$ cat src/rtl/gpad_mux_pkg.sv
package gpad_mux_pkg;

    localparam int TH_BIT   = 6;
    localparam int BTN_W    = 12;
    localparam int PHASE_W  = 3;

    // button positions in the active-high input vector
    localparam int B_MODE  = 11;
    localparam int B_X     = 10;
    localparam int B_Y     = 9;
    localparam int B_Z     = 8;
    localparam int B_START = 7;
    localparam int B_A     = 6;
    localparam int B_C     = 5;
    localparam int B_B     = 4;
    localparam int B_RIGHT = 3;
    localparam int B_LEFT  = 2;
    localparam int B_DOWN  = 1;
    localparam int B_UP    = 0;

    typedef enum logic [2:0] {
        SEL_BASE_HI,
        SEL_BASE_LO,
        SEL_EXT_CLR,
        SEL_EXT_HI,
        SEL_EXT_ID
    } grp_sel_e;

endpackage

$ cat src/rtl/gpad_data_reg.sv
module gpad_data_reg
    import gpad_mux_pkg::*;
(
    input  logic       clk,
    input  logic       rst_n,
    input  logic       wr_i,
    input  logic [7:0] wdata_i,
    output logic [7:0] data_o,
    output logic       th_rise_o
);

    typedef struct packed {
        logic [7:0] data;
    } dreg_t;

    dreg_t st_d, st_q;

    always_comb begin
        st_d = st_q;
        if (wr_i) begin
            st_d.data = wdata_i;
        end
    end

    always_ff @(posedge clk or negedge rst_n) begin
        if (!rst_n) begin
            st_q <= '0;
        end else begin
            st_q <= st_d;
        end
    end

    assign data_o    = st_q.data;
    assign th_rise_o = wr_i && !st_q.data[TH_BIT] && wdata_i[TH_BIT];

endmodule

$ cat src/rtl/gpad_phase_ctl.sv
module gpad_phase_ctl
    import gpad_mux_pkg::*;
#(
    parameter int TIMEOUT_TICKS = 64
) (
    input  logic               clk,
    input  logic               rst_n,
    input  logic               wr_i,
    input  logic               th_rise_i,
    input  logic               six_en_i,
    input  logic               tick_i,
    output logic [PHASE_W-1:0] phase_o,
    output logic [$clog2(TIMEOUT_TICKS)-1:0] tmo_o
);

    localparam int TO_W = $clog2(TIMEOUT_TICKS);
    localparam logic [TO_W-1:0] TO_LAST = TO_W'(TIMEOUT_TICKS - 1);

    typedef struct packed {
        logic [PHASE_W-1:0] phase;
        logic [TO_W-1:0]    tmo;
    } pst_t;

    pst_t st_d, st_q;

    always_comb begin
        st_d = st_q;
        if (wr_i) begin
            st_d.tmo = '0;
            if (th_rise_i && six_en_i) begin
                st_d.phase = st_q.phase + 1'b1;
            end
        end else if (tick_i) begin
            if (st_q.tmo == TO_LAST) begin
                st_d.tmo   = '0;
                st_d.phase = '0;
            end else begin
                st_d.tmo = st_q.tmo + 1'b1;
            end
        end
    end

    always_ff @(posedge clk or negedge rst_n) begin
        if (!rst_n) begin
            st_q <= '0;
        end else begin
            st_q <= st_d;
        end
    end

    assign phase_o = st_q.phase;
    assign tmo_o   = st_q.tmo;

endmodule

$ cat src/rtl/gpad_read_mux.sv
module gpad_read_mux
    import gpad_mux_pkg::*;
(
    input  logic [BTN_W-1:0]   buttons_i,
    input  logic [7:0]         data_i,
    input  logic [7:0]         dir_i,
    input  logic [PHASE_W-1:0] phase_i,
    input  logic               six_en_i,
    output logic [7:0]         rd_o
);

    grp_sel_e         sel;
    logic [BTN_W-1:0] pn;
    logic [5:0]       grp;
    logic [7:0]       pins;
    logic             th;

    assign th = data_i[TH_BIT];
    assign pn = ~buttons_i;

    always_comb begin
        if (six_en_i && phase_i == PHASE_W'(3)) begin
            sel = th ? SEL_EXT_HI : SEL_EXT_ID;
        end else if (six_en_i && phase_i == PHASE_W'(2) && !th) begin
            sel = SEL_EXT_CLR;
        end else begin
            sel = th ? SEL_BASE_HI : SEL_BASE_LO;
        end
    end

    always_comb begin
        unique case (sel)
            SEL_BASE_HI: grp = {pn[B_C], pn[B_B], pn[B_RIGHT], pn[B_LEFT], pn[B_DOWN], pn[B_UP]};
            SEL_BASE_LO: grp = {pn[B_START], pn[B_A], 2'b00, pn[B_DOWN], pn[B_UP]};
            SEL_EXT_CLR: grp = {pn[B_START], pn[B_A], 4'b0000};
            SEL_EXT_HI:  grp = {pn[B_C], pn[B_B], pn[B_MODE], pn[B_X], pn[B_Y], pn[B_Z]};
            SEL_EXT_ID:  grp = {pn[B_START], pn[B_A], 4'b1111};
            default:     grp = '0;
        endcase
    end

    assign pins = {2'b00, grp};

    for (genvar i = 0; i < 8; i++) begin : g_bit
        if (i == 7) begin : g_top
            assign rd_o[i] = data_i[i];
        end else begin : g_pin
            assign rd_o[i] = dir_i[i] ? data_i[i] : pins[i];
        end
    end

endmodule

$ cat src/rtl/gpad_mux_port.sv
module gpad_mux_port
    import gpad_mux_pkg::*;
#(
    parameter int TIMEOUT_TICKS = 64
) (
    input  logic        clk,
    input  logic        rst_n,
    input  logic [11:0] buttons_i,
    input  logic        six_en_i,
    input  logic [7:0]  ctrl_dir_i,
    input  logic        data_wr_i,
    input  logic [7:0]  data_wdata_i,
    input  logic        tick_i,
    output logic [7:0]  rd_data_o
);

    localparam int TO_W = $clog2(TIMEOUT_TICKS);

    logic [7:0]         data_q;
    logic               th_rise;
    logic [PHASE_W-1:0] phase_q;
    logic [TO_W-1:0]    tmo_q;

    gpad_data_reg u_dreg (
        .clk       (clk),
        .rst_n     (rst_n),
        .wr_i      (data_wr_i),
        .wdata_i   (data_wdata_i),
        .data_o    (data_q),
        .th_rise_o (th_rise)
    );

    gpad_phase_ctl #(.TIMEOUT_TICKS(TIMEOUT_TICKS)) u_phase (
        .clk       (clk),
        .rst_n     (rst_n),
        .wr_i      (data_wr_i),
        .th_rise_i (th_rise),
        .six_en_i  (six_en_i),
        .tick_i    (tick_i),
        .phase_o   (phase_q),
        .tmo_o     (tmo_q)
    );

    gpad_read_mux u_mux (
        .buttons_i (buttons_i),
        .data_i    (data_q),
        .dir_i     (ctrl_dir_i),
        .phase_i   (phase_q),
        .six_en_i  (six_en_i),
        .rd_o      (rd_data_o)
    );

endmodule

$ cat config.mk
export PLATFORM = sky130hd
export DESIGN_NAME = gpad_mux_port
export DESIGN_NICKNAME = d
export VERILOG_FILES = /design/src/rtl/gpad_mux_pkg.sv /design/src/rtl/gpad_data_reg.sv /design/src/rtl/gpad_phase_ctl.sv /design/src/rtl/gpad_read_mux.sv /design/src/rtl/gpad_mux_port.sv
export SDC_FILE = /design/constraint.sdc
export NUM_CORES = 1
export LEC_CHECK = 0
export BUFFER_PORTS_ARGS = -buffer_cell sky130_fd_sc_hd__buf_2
export CORE_AREA = 5 5 64 54
export CTS_BUF_LIST = sky130_fd_sc_hd__clkbuf_4 sky130_fd_sc_hd__clkbuf_8
export DETAILED_ROUTE_END_ITERATION = 8
export DIE_AREA = 0 0 69 59
export SETUP_SLACK_MARGIN = 0.2
export SLEW_MARGIN = 15
export SYNTH_ARGS = -nofsm -noshare
export SYNTH_HDL_FRONTEND = slang
export SYNTH_HIERARCHICAL = 1
export SYNTH_SLANG_ARGS = --single-unit
$ cat constraint.sdc
create_clock -name clk -period 2.2 [get_ports clk]
set_input_delay 0 -clock clk [delete_from_list [all_inputs] [get_ports clk]]
set_output_delay 0 -clock clk [all_outputs]
set_load 0.01 [all_outputs]
==> run metrics <==
number of CTS-inserted buffers=3; RR Startpoint=u_dreg/data_o[6]; vertical extent of the die=59 µm; critical path peak fanout=12; post-detailed-route DRC marker count=0; maximum vdd drop=0.234 mV; maximum clock insertion buffer count=2; Core Box Area=2720 µm²; unrepaired setup endpoints after global routing=no; Initial DRT Pass Iterations=4; pin count of the biggest net entering global routing=19; root buf cell=clkbuf_4; nets in the synthesized netlist=124; reported leakage power=0.666 nW; startpoint type of the worst setup path=flop; instance count of the mapped netlist=89; number of post-CTS setup repair buffers=0; Slew Limit Headroom=0.716; TritonCTS clock tree=done; GRT Residual Overflow=0; post-synthesis instance area=1010 µm²; ratio of cells with drive above 1 in the final layout=0.441; gpl congestion=0.725; routed wire length=2250 µm; setup_tns=0 ns; count of final setup violators=0; post-synthesis cell type count=31; post-route total power=0.756 mW; maxcap violations=0; critical path type=flop to output pin; cell with the biggest individual delay on the critical path=dfrtp_1; count of buffers from port buffering=39; Req. time, crit path=2.20 ns; all-layer global routing usage=0.112; antenna violations before repair=0; number of nets still failing antenna checks after routing=0; Syn-to-layout area delta=31.3%; die width=69 µm; post-synth top area share=0.419; Period minus WS final=1.52 ns; Yosys warning count=6; endpoint arrival time on the critical path=1.52 ns; violation count after the first detailed-routing iteration=14; dominant synthesized flop cell=dfrtp_1; worst reg-to-reg setup slack=0.85 ns; critical path depth in cells=4; via count normalized by instance count=4.87; count of antenna diodes in the layout=0; Filler Cells Inserted=272; via count of the first global-routing pass=882; largest clock skew in the final design=0.000464 ns; final hold vios=0; ratio of total power to cell area=567 nW/µm²; clock network latency to the later pin of the worst-skew pair=0.28 ns; startpoint of the tightest hold check path=tick_i; Layout Nets=172; total I/O pin count=41; CP Cell Sequence=nor2b_1 > nor3_1 > o311ai_1 > buf_2; Worst Reg-to-Reg Cells=4; clk sinks=17; most common cell after layout, fill and taps aside=buf_2; die area=4070 µm²; number of cells on the worst hold path=3; worst flop-to-flop path endpoint=u_phase/phase_o[1]; result of the run=complete, no violations; maximum single-stage delay on the critical path=0.53 ns; Worst-path clk slew=0.09 ns; post-synthesis cell type with the largest combined area=dfrtp_1; endpoint kind of the worst setup timing path=output pin; endpoint of the worst hold path=u_phase/tmo_o[0]; mean instance size in the synthesized netlist=11.4 µm²; first-pass GRT wire length=3730 µm; initial cell density of the core=0.373; Slew Limit Fails=0; EDFF count, synth=0; number of vias in the routed layout=848; post-synthesis sequential area ratio=0.419; fraction of registers with async set/reset=1.00; number of instances resized during post-cts repair=0; maximum level of the CTS H-tree=1; class of the most critical hold timing path=input pin to flop; Seq cells post-synth=17; gate family responsible for the most delay along the worst path=flip-flops; Hold Buf Count CTS=9; total buffers and inverters traversed by the critical path=1; wire length per cell after detailed routing=12.9 µm; Final Cycle Share=0.691; commonest cells after routing, fill and taps aside=buf_2 (39), dfrtp_1 (17), nand2_1 (11), dlygate4sd3_1 (9), mux2_4 (8); most area-consuming cells after synthesis=dfrtp_1 (42%), mux2_4 (12%), xor2_1 (4.3%); Max Fclk=658 MHz; Worst Tran Pin Value=0.426 ns; number of cell rows=17
## cell families after synthesis
group                      Yosys count  synth area share
AOI/OAI and AO/OA                   16             0.127
and+or+nand+nor                     30             0.169
DFF                                 17             0.419
xor gates and xnor gates             6            0.0518
adders and majority gates            2            0.0247
buffers and inverters                6            0.0481
muxes                               12             0.160
## through the flow
| stage | cells | instance area [µm²] | hold slack (ns) | util | worst slack, ns |
|---|---|---|---|---|---|
| 2_1_floorplan | 89 | 1010 | -0.296 | - | 1.10 |
| 3_3_place_gp | 161 | 1210 | -0.0627 | 0.445 | 0.871 |
| 3_5_place_dp | 161 | 1210 | -0.0544 | 0.445 | 0.852 |
| 4_1_cts | 174 | 1330 | 0.0787 | 0.489 | 0.653 |
| 5_1_grt | 174 | 1330 | 0.0901 | 0.489 | 0.543 |
| 6_report | 174 | 1330 | 0.0852 | 0.489 | 0.680 |
## routing by layer
metal,vias up,part of all wire,global-route usage
met5,-,0,0
met4,0,0.015,0.0529
met3,4,0.029,0.0119
met2,18,0.53,0.207
met1,402,0.42,0.132
li1,424,-,-
## worst max path at each step
stage	from	endpoint	slack (ns)
2_1_floorplan	u_phase/tmo_o[0]	u_phase/phase_o[0]	1.10
3_5_place_dp	u_dreg/data_o[6]	u_phase/phase_o[1]	0.85
5_1_grt	u_phase/phase_o[0]	rd_data_o[3]	0.54
3_3_place_gp	u_dreg/data_o[6]	u_phase/phase_o[1]	0.87
4_1_cts	u_dreg/data_o[6]	rd_data_o[0]	0.65
6_report	u_dreg/data_o[6]	rd_data_o[0]	0.68
## sequential cells by signal, indices dropped and copies added, names as in the netlist
register,count
u_dreg/data_o,8
u_phase/phase_o,3
u_phase/tmo_o,6
## power breakdown
part           switching, mW  leakage [nW]  total [mW]  internal [mW]
clock network         0.0902        0.0184       0.173         0.0825
logic                 0.0767         0.432       0.187          0.111
registers             0.0491         0.216       0.396          0.347
## cell usage after synthesis, drive strengths merged (2+ instances only)
cell type / instances
dfrtp: 17
nand2: 11
mux2: 10
buf: 5
xor2: 5
nand3: 4
nor2: 4
nor3: 3
o22ai: 3
a211o: 2
a211oi: 2
a221o: 2
ha: 2
mux2i: 2
nor3b: 2
o21ai: 2
o311ai: 2
## worst register-to-register path, delay by kind of cell, from the launching register on
family,cells,cell delay [ns]
flip-flops,1,0.58
AO/OA/AOI/OAI,1,0.08
AND/OR/NAND/NOR,2,0.37
multiplexers,1,0.19
## layout make-up
class	count	area (µm²)	area share
well taps	38	47.5	0.0357
multi-input cells	66	541	0.406
clock buffers	4	30.0	0.0225
repair buffers	48	285	0.214
inverters	1	3.75	0.00282
flip-flops and latches	17	425	0.319
No activity file was read; power rests on OpenSTA's default activity.
